## src/rtl/fwa_pkg.sv

```systemverilog
package fwa_pkg;
  localparam int BYTE_W = 9;
  localparam int LANES  = 4;
  localparam int WORD_W = BYTE_W * LANES;
  localparam int CNT_W  = $clog2(LANES);

  typedef enum logic [1:0] {
    SZ_FULL = 2'd0,
    SZ_HALF = 2'd1,
    SZ_BYTE = 2'd2
  } size_e;

  typedef struct packed {
    size_e in_sz;
    size_e out_sz;
    logic  big;
  } cfg_t;

  // number of beats that make one storage word
  function automatic int beats(size_e s);
    case (s)
      SZ_HALF: return LANES / 2;
      SZ_BYTE: return LANES;
      default: return 1;
    endcase
  endfunction

  function automatic int beat_bits(size_e s);
    return WORD_W / beats(s);
  endfunction

  function automatic logic [CNT_W-1:0] last_idx(size_e s);
    return CNT_W'(beats(s) - 1);
  endfunction

  // bit position of beat k inside the storage word
  function automatic int lane_lsb(size_e s, logic [CNT_W-1:0] k, logic big);
    int w;
    w = beat_bits(s);
    return big ? (WORD_W - w * (int'(k) + 1)) : (w * int'(k));
  endfunction

  function automatic logic [WORD_W-1:0] beat_mask(size_e s);
    return {WORD_W{1'b1}} >> (WORD_W - beat_bits(s));
  endfunction

  function automatic cfg_t decode(logic [1:0] i, logic [1:0] o, logic big);
    cfg_t c;
    c.big = big;
    if ((i == 2'd0 && o != 2'd3) || (o == 2'd0 && i != 2'd3)) begin
      c.in_sz  = size_e'(i);
      c.out_sz = size_e'(o);
    end else begin
      c.in_sz  = SZ_FULL;
      c.out_sz = SZ_FULL;
    end
    return c;
  endfunction
endpackage

```

## src/rtl/fwa_cfg_latch.sv

```systemverilog
module fwa_cfg_latch
  import fwa_pkg::*;
(
  input  logic       clk,
  input  logic       rst_n,
  input  logic [1:0] in_sel,
  input  logic [1:0] out_sel,
  input  logic       big,
  output cfg_t       cfg
);
  always_ff @(posedge clk) begin
    if (!rst_n) cfg <= decode(in_sel, out_sel, big);
  end
endmodule

```

## src/rtl/fwa_packer.sv

```systemverilog
module fwa_packer
  import fwa_pkg::*;
(
  input  logic              clk,
  input  logic              rst_n,
  input  size_e             sz,
  input  logic              big,
  input  logic              in_valid,
  input  logic [WORD_W-1:0] in_data,
  output logic              in_ready,
  output logic              out_valid,
  output logic [WORD_W-1:0] out_data,
  input  logic              out_ready,
  output logic              beat_acc,
  output logic              entry_out
);
  logic [CNT_W-1:0]  idx;
  logic [WORD_W-1:0] acc, merged, lane_msk;
  logic              is_last;
  int                lsb;

  always_comb begin
    is_last   = (idx == last_idx(sz));
    lsb       = lane_lsb(sz, idx, big);
    lane_msk  = beat_mask(sz) << lsb;
    merged    = (acc & ~lane_msk) | ((in_data & beat_mask(sz)) << lsb);
    out_data  = merged;
    out_valid = in_valid && is_last;
    in_ready  = is_last ? out_ready : 1'b1;
    beat_acc  = in_valid && in_ready;
    entry_out = out_valid && out_ready;
  end

  always_ff @(posedge clk) begin
    if (!rst_n) begin
      idx <= '0;
      acc <= '0;
    end else if (beat_acc) begin
      if (is_last) begin
        idx <= '0;
        acc <= '0;
      end else begin
        idx <= idx + 1'b1;
        acc <= merged;
      end
    end
  end
endmodule

```

## src/rtl/fwa_unpacker.sv

```systemverilog
module fwa_unpacker
  import fwa_pkg::*;
(
  input  logic              clk,
  input  logic              rst_n,
  input  size_e             sz,
  input  logic              big,
  input  logic              in_valid,
  input  logic [WORD_W-1:0] in_data,
  output logic              in_ready,
  output logic              out_valid,
  output logic [WORD_W-1:0] out_data,
  input  logic              out_ready,
  output logic              beat_take,
  output logic              entry_done
);
  logic [CNT_W-1:0] idx;
  logic             is_last;
  int               lsb;

  always_comb begin
    is_last    = (idx == last_idx(sz));
    lsb        = lane_lsb(sz, idx, big);
    out_data   = (in_data >> lsb) & beat_mask(sz);
    out_valid  = in_valid;
    in_ready   = out_ready && is_last;
    beat_take  = out_valid && out_ready;
    entry_done = in_valid && in_ready;
  end

  always_ff @(posedge clk) begin
    if (!rst_n)         idx <= '0;
    else if (beat_take) idx <= is_last ? '0 : idx + 1'b1;
  end
endmodule

```

## src/rtl/fifo_width_adapter.sv

```systemverilog
module fifo_width_adapter
  import fwa_pkg::*;
(
  input  logic              clk,
  input  logic              rst_n,
  input  logic [1:0]        cfg_in_sel,
  input  logic [1:0]        cfg_out_sel,
  input  logic              cfg_big_endian,
  input  logic              wr_valid,
  input  logic [WORD_W-1:0] wr_data,
  output logic              wr_ready,
  output logic              core_wr_valid,
  output logic [WORD_W-1:0] core_wr_data,
  input  logic              core_wr_ready,
  input  logic              core_rd_valid,
  input  logic [WORD_W-1:0] core_rd_data,
  output logic              core_rd_ready,
  output logic              rd_valid,
  output logic [WORD_W-1:0] rd_data,
  input  logic              rd_ready
);
  cfg_t cfg;
  logic pk_beat, pk_emit, up_take, up_retire;

  fwa_cfg_latch u_cfg (
    .clk(clk), .rst_n(rst_n), .in_sel(cfg_in_sel), .out_sel(cfg_out_sel),
    .big(cfg_big_endian), .cfg(cfg)
  );

  fwa_packer u_pack (
    .clk(clk), .rst_n(rst_n), .sz(cfg.in_sz), .big(cfg.big),
    .in_valid(wr_valid), .in_data(wr_data), .in_ready(wr_ready),
    .out_valid(core_wr_valid), .out_data(core_wr_data), .out_ready(core_wr_ready),
    .beat_acc(pk_beat), .entry_out(pk_emit)
  );

  fwa_unpacker u_unpack (
    .clk(clk), .rst_n(rst_n), .sz(cfg.out_sz), .big(cfg.big),
    .in_valid(core_rd_valid), .in_data(core_rd_data), .in_ready(core_rd_ready),
    .out_valid(rd_valid), .out_data(rd_data), .out_ready(rd_ready),
    .beat_take(up_take), .entry_done(up_retire)
  );
endmodule

```

## config.mk

```make
export PLATFORM = sky130hd
export DESIGN_NAME = fifo_width_adapter
export DESIGN_NICKNAME = d
export VERILOG_FILES = /design/src/rtl/fwa_pkg.sv /design/src/rtl/fwa_cfg_latch.sv /design/src/rtl/fwa_packer.sv /design/src/rtl/fwa_unpacker.sv /design/src/rtl/fifo_width_adapter.sv
export SDC_FILE = /design/constraint.sdc
export NUM_CORES = 1
export LEC_CHECK = 0
export BUFFER_PORTS_ARGS = -buffer_cell sky130_fd_sc_hd__buf_2
export CAP_MARGIN = 20
export CORE_UTILIZATION = 57
export DETAILED_ROUTE_END_ITERATION = 7
export HOLD_SLACK_MARGIN = 0.15
export MAX_ROUTING_LAYER = met4
export PLACE_DENSITY = 0.88
export SLEW_MARGIN = 20
export SYNTH_ARGS = -nofsm -noshare
export SYNTH_HDL_FRONTEND = slang
export SYNTH_SLANG_ARGS = --single-unit
export TNS_END_PERCENT = 5
```

## constraint.sdc

```tcl
create_clock -name clk -period 11.6 [get_ports clk]
set_clock_uncertainty 0.1 [all_clocks]
set_input_delay 3.48 -clock clk [delete_from_list [all_inputs] [get_ports clk]]
set_output_delay 3.48 -clock clk [all_outputs]
set_load 0.05 [all_outputs]
```

# Word-level counts from Yosys, hierarchy flattened
# Index checks and enable logic that the tools add are counted.
# op_classes
n_mux	8
multipliers	4
order_cmp	0
n_reduce_logical	9
addsub	10
n_div	2
n_shift	5
bitwise_logic	5
eq_ne	8
# op_table
cell	count
$sub A7 B32 Y32 const A	4
$and A36 B36 Y36	3
$shl A36 B32 Y36	2
$shr A36 B32 Y36 const A	2
$div A7 B32 Y32 const A	2
$mul A32 B3 Y32	2
$mul A32 B32 Y32	2
$mux W32	2
$mux W36	1
$not A36 Y36	1
$or A36 B36 Y36	1
$shr A36 B32 Y36	1
$pmux W3 S2	2
$add A2 B1 Y3 const B	2
$logic_and A1 B1 Y1	6
$add A2 B1 Y2 const B	2
$eq A2 B1 Y1 const B	2
$eq A2 B2 Y1	2
$eq A2 B2 Y1 const B	2
$logic_not A2 Y1	2
$mux W2	2
$ne A2 B2 Y1 const B	2
$sub A2 B1 Y2 const B	2
$logic_or A1 B1 Y1	1
$mux W1	1
# totals
in_bits	83
mem_count	0
out_inout_bits	76
ff_bits	45
latchBits	0
mem_bits_ro	0
ramBits	0

# Longest topological paths before layout
# depth
ltp_word	11
mapped_depth	30
ltp_nobuf	23

# Modules after synthesis
# From an unflattened synthesis, not the netlist that was laid out.
# unflattened
hier_cells	2899
area_unflattened_um2	20726.1
# by_module_without_submodules
module	area_per_inst_um2	cells_each	seq_area_each_um2	instances
fwa_packer	11666.2	1647	760.7	1
fwa_unpacker	8871.0	1242	40.0	1
fwa_cfg_latch	188.9	10	150.1	1

# Worst setup path after synthesis
# OpenSTA, ideal clock, no wires.
# synth_path
kind	reg2out
from	register u_cfg.cfg[1] (netlist name)
to	output rd_data[6]
n_path_buf	4
stages_incl_launch_ff	28
required_ns	8.020
path_slack_ns	-0.288
arrival_time_ns	8.308
path_cell_list	edfxtp_1 > inv_1 > ha_1 > clkbuf_1 > nor2b_1 > clkbuf_1 > nand2_1 > o21ai_1 > clkbuf_1 > clkbuf_1 > nand2_1 > ha_1 > inv_1 > ha_1 > inv_1 > fa_1 > ha_1 > o21a_1 > o21ai_0 > or2_2 > a2111o_1 > a31oi_1 > a211oi_1 > a311oi_1 > nand3_1 > a22oi_2 > nand2_1 > a2111oi_0
# synth_via
elab_chain_len	8
word_cells_on_any_way	12
classes_between	add/sub (2); mul (2); div (1); eq/ne (2); shift (2); mux (2); bitwise (1)
# synth_lines
element	line_no	text
$eq A2 B2 Y1 / $eq A2 B1 Y1 (equally long branches)	fwa_pkg.sv:21	case (s)
$pmux W3 S2 (*)	fwa_pkg.sv:21	
$div A7 B32 Y32 (*)	fwa_pkg.sv:29	return WORD_W / beats(s);
$mul A32 B32 Y32	fwa_pkg.sv:40	return big ? (WORD_W - w * (int'(k) + 1)) : (w * int'(k));
$sub A7 B32 Y32	fwa_pkg.sv:40	
$mux W32	fwa_pkg.sv:40	
$shr A36 B32 Y36	fwa_unpacker.sv:24	out_data = (in_data >> lsb) & beat_mask(sz);
$and A36 B36 Y36 (*)	fwa_unpacker.sv:24	
end: declaration	fifo_width_adapter.sv:19	output logic [WORD_W-1:0] rd_data,
# Every way passes the cells marked *; elsewhere a longest branch is shown, timed or not.

# Worst setup path after layout
# layout_path
from	register u_cfg.cfg[3] (netlist name)
to	output core_wr_data[5]
# layout_via
elab_chain_len	10
word_cells_on_any_way	16
classes_between	add/sub (2); mul (2); div (1); eq/ne (2); shift (3); mux (2); bitwise (4)
# layout_lines
element	line_no	text
$eq A2 B2 Y1 / $eq A2 B1 Y1 (equally long branches)	fwa_pkg.sv:21	
$pmux W3 S2 (*)	fwa_pkg.sv:21	
$div A7 B32 Y32 (*)	fwa_pkg.sv:29	
$mul A32 B32 Y32	fwa_pkg.sv:40	
$sub A7 B32 Y32	fwa_pkg.sv:40	
$mux W32	fwa_pkg.sv:40	
$shl A36 B32 Y36	fwa_packer.sv:25	lane_msk = beat_mask(sz) << lsb;
$not A36 Y36	fwa_packer.sv:26	merged = (acc & ~lane_msk) | ((in_data & beat_mask(sz)) << lsb);
$and A36 B36 Y36	fwa_packer.sv:26	
$or A36 B36 Y36 (*)	fwa_packer.sv:26	
end: declaration	fifo_width_adapter.sv:13	output logic [WORD_W-1:0] core_wr_data,
# Marked as above.

==> summary by stage <==
Worst setup path
STA classifies the critical path startpoint as a flip-flop. Among cell families on the critical path, the largest total delay comes from compound AO/OA/AOI/OAI gates. The worst setup path category is flip-flop to output pin. The worst setup path is captured at an output pin.

The slowest cell on the critical path is o21ai_4. Walking the worst path, the cells encountered are inv_1 -> ha_1 -> buf_4 -> o21ai_4 -> buf_4 -> and2_1 -> ha_1 -> ha_1 -> a21o_1 -> a211oi_1 -> o2111a_1 -> o2111ai_1 -> nor4bb_1 -> o311ai_0 -> nor4_1 -> a21oi_4 -> nor3_4 -> buf_4 -> nand2_1 -> o2bb2ai_1 -> buf_2. The maximum net fanout on the critical path is 44. The buffers plus inverters on the worst setup path is 5. The critical path data arrival time is 7.58 ns.

For this run, the slowest stage of the critical path takes 0.78 ns. Data on the critical path is required at its endpoint by 8.02 ns.

Final layout
The utilization of the core after routing is 62.1%. The growth of design area from synthesis to finish is 5.96%. The number of standard cells in the layout, taps in and fillers out is 3315.

The filler cells instantiated in the layout total 3141. Of the cells placed in the final design, the portion with a size suffix greater than 1 is 11.3%. Summing all multi-input logic gate instances after layout gives 17900 µm². After the last flow step, the layout net total stands at 3308. Summing all flip-flop and latch instances after layout gives 951 µm².

Min path
The path type of the worst min-delay path is flip-flop to flip-flop.

Placement
The half-perimeter wire length of the detailed placement result is 50.0 mm. The weighted congestion at the end of routability-driven global placement is 1.06. Port buffering added 158 buffers. The number of placed instances, taps included, is 3303.

Power and ir drop
Dividing total power by cell area gives a power density of 134 nW/µm². The reported leakage power is 10.3 nW. The highest ir drop seen on vdd is 0.0000942 V.

The power consumption is 0.00291 W.

Yosys
The area share of fa/ha/maj cells after synthesis is 24.7%. In the synthesized netlist the async set-or-reset flop fraction comes to 0%. By count the netlist is led by nand2_1 (340), ha_1 (307), inv_1 (247). Counting flops and latches in the post-synthesis netlist gives 45. The synthesized netlist occupies a cell area of 20400 µm². The simple-gate share of the synthesized area is 24.4%. In the post-synthesis netlist, the cell with the most instances is nand2_1. Dividing the synthesized area by the synthesized cell count gives 7.22 µm².

After synthesis, the largest family of logic cells by area is compound AO/OA/AOI/OAI gates. After synthesis, the largest area contributor takes up 18.8% of total cell area. Yosys attributes the largest share of cell area to ha_1 (19%), mux2i_1 (6.4%), nand2_1 (6.2%). Multiplexer cells account for 9.78% of the synthesized area. The xor/xnor share of the synthesized area is 2.23%. In this run, synthesis inferred 5 flip-flops with an integrated enable. Yosys printed 0 warnings.

The number of cells produced by synthesis is 2832. The most used flip-flop cell after synthesis is dfxtp_1. The share of the Yosys chip area taken by registers is 4.65%. The synthesized netlist devotes 26.1% of its cell area to compound gates. The top cell type by total area after synthesis is ha_1. The number of nets handed over by synthesis was 3282. The netlist uses 104 different library cells.

Route
The iteration-0 DRC count of the detailed router is 1971. The total wirelength of the detailed-routed design is 64.2 mm. The detailed-router iteration count before antenna repair is 8. The number of DRC violations after detailed routing is 1. The count of antenna-violating nets left after detailed routing is 0.

For this block, the via count after detailed routing is 21700. The routed length per instance is 19.4 µm. The via density per instance is 6.55.

STA
The final worst hold slack is 0.365 ns. Setup violations remaining at the end of the flow were counted as 0. The transition time of the tightest slew-check pin is 1.20 ns. The highest achievable clock rate is 89.6 MHz. Setup repair after global routing left no endpoint under its margin.

The smallest clock period supported by the final layout is computed as 11.16 ns. The share of the clock period used by the worst path after layout is 96.2%. The worst pin sits at a relative slew slack of 20.0%.

The max-slew violation total from the final report is 0. The total count of hold-check failures in the final report is 0.

GRT
The wire length of the first global-routing pass is 103 mm. The via count of the first global-routing pass is 21000. The initial antenna violation count came to 1.

Entering global routing, the biggest net connects 66 pins. Global routing used 35.0% of the available tracks. The global route total overflow is 0.

Run status
The run finished, with violations left. The checks that failed: DRC.

CTS
The number of clock buffers added by TritonCTS is 5. Counting along the longest clock path gives a buffer depth of 2. The number of H-tree branching levels is 2.

TritonCTS built the clock tree. The cell at the root of the clock tree is clkbuf_16. The clock-pin slew reported for the worst setup and hold paths after clock tree synthesis is 0.07 ns. Clock tree synthesis found a total of 45 sinks. For the worst-skew pair, the clock arrives at the later sink with an insertion delay of 0.30 ns.

Die
The initial cell density of the core is 58.6%. The die outline area is 36600 µm². The total area inside the core boundary comes to 34900 µm². The die is 191 µm tall. The number of standard-cell rows in the floorplan is 68.

The number of primary I/O pins is 159. The floorplan step set the die width to 191 µm.

Run
The number of max-cap violations is 0.
[final timing paths]
check                           cells after the start     startpoint               to  slack [ns]
worst max-delay path                               21   u_cfg.cfg[3]  core_wr_data[5]        0.44
worst min-delay path                                1  u_pack.acc[3]    u_pack.acc[3]        0.36
worst max register to register                     20   u_cfg.cfg[3]    u_pack.acc[5]        4.38
worst min register to register                      1  u_pack.acc[3]    u_pack.acc[3]        0.36
[report_power, final]
group / switching [W] / internal [W] / total [W]
combinational: 0.00168 / 0.000900 / 0.00258
clock: 0.0000689 / 0.0000937 / 0.000163
sequential: 0.00000490 / 0.000161 / 0.000166
total: 0.00175 / 0.00116 / 0.00291
[layout by cell type, fill, tap and decap left out, drive strengths merged, types with 23 or more instances in the layout]
cell,n
mux2i,131
xnor2,32
nor2b,23
nor2,196
a21oi,152
a31oi,33
o211ai,32
a21o,52
and3,30
and2,144
nand3,58
nor3,55
o21a,38
nor4,40
inv,247
mux2,27
dfxtp,40
ha,307
fa,60
buf,199
o21ai,148
a211oi,57
nand2,340
[per-stage QoR]
step	instance area (µm²)	TNS, ns	setup WS [ns]
2_1_floorplan	20400	-1.09	-0.288
3_3_place_gp	21400	0	0.918
3_5_place_dp	21400	0	0.568
4_1_cts	21600	0	0.269
5_1_grt	21700	0	0.0615
6_report	21700	0	0.442
[worst register-to-register path, stage by stage (launching register included)]
cell and delay, ns:
edfxtp_1 0.38, inv_1 0.08, ha_1 0.20, buf_4 0.20, o21ai_4 0.78, buf_4 0.50, and2_1 0.21, ha_1 0.24
ha_1 0.39, a21o_1 0.24, a211oi_1 0.55, o2111a_1 0.28, o2111ai_1 0.10, nor4bb_1 0.36, o311ai_0 0.18, nor4_1 0.63
a21oi_4 0.36, nor3_4 0.64, buf_4 0.32, nand3_1 0.14, a31o_1 0.24
[flip-flops by register name, indices dropped and copies added, names as in the netlist]
name          count
u_pack.acc       36
u_unpack.idx      2
u_cfg.cfg         5
u_pack.idx        2
[logic make-up (layout without fill, tap and decap cells)]
| group | Yosys count | in the layout |
|---|---|---|
| buf+inv | 429 | 455 |
| other cells | 0 | 1 |
| mux | 175 | 175 |
| flops | 45 | 45 |
| fa+ha+maj | 367 | 367 |
| compound gates | 761 | 762 |
| simple gates | 1003 | 1003 |
| xor+xnor | 52 | 52 |
[layout make-up]
cell class / count / share of cell area, %
diodes: 1 / 0.0116
clock buffers: 7 / 0.711
clock inverters: 1 / 0.0405
inverters: 248 / 4.30
multi-input cells: 2359 / 82.8
flip-flops and latches: 45 / 4.39
well taps: 455 / 2.63
repair buffers: 199 / 5.07
[routing by layer]
metal | up-vias | wire length, µm | track usage (%)
met5 | - | 0 | -
met4 | 0 | 3170 | 16.3
met3 | 229 | 4670 | 4.66
met2 | 970 | 30500 | 59.1
met1 | 10200 | 25800 | 41.1
li1 | 10300 | - | -
[timing repair]
item                                    CTS  global route
endpoints found under the setup margin    0            32
hold buffers                              0             0
gates resized for setup                   0             6
buffers inserted                          0             2
No activity file was read; power rests on OpenSTA's default activity.
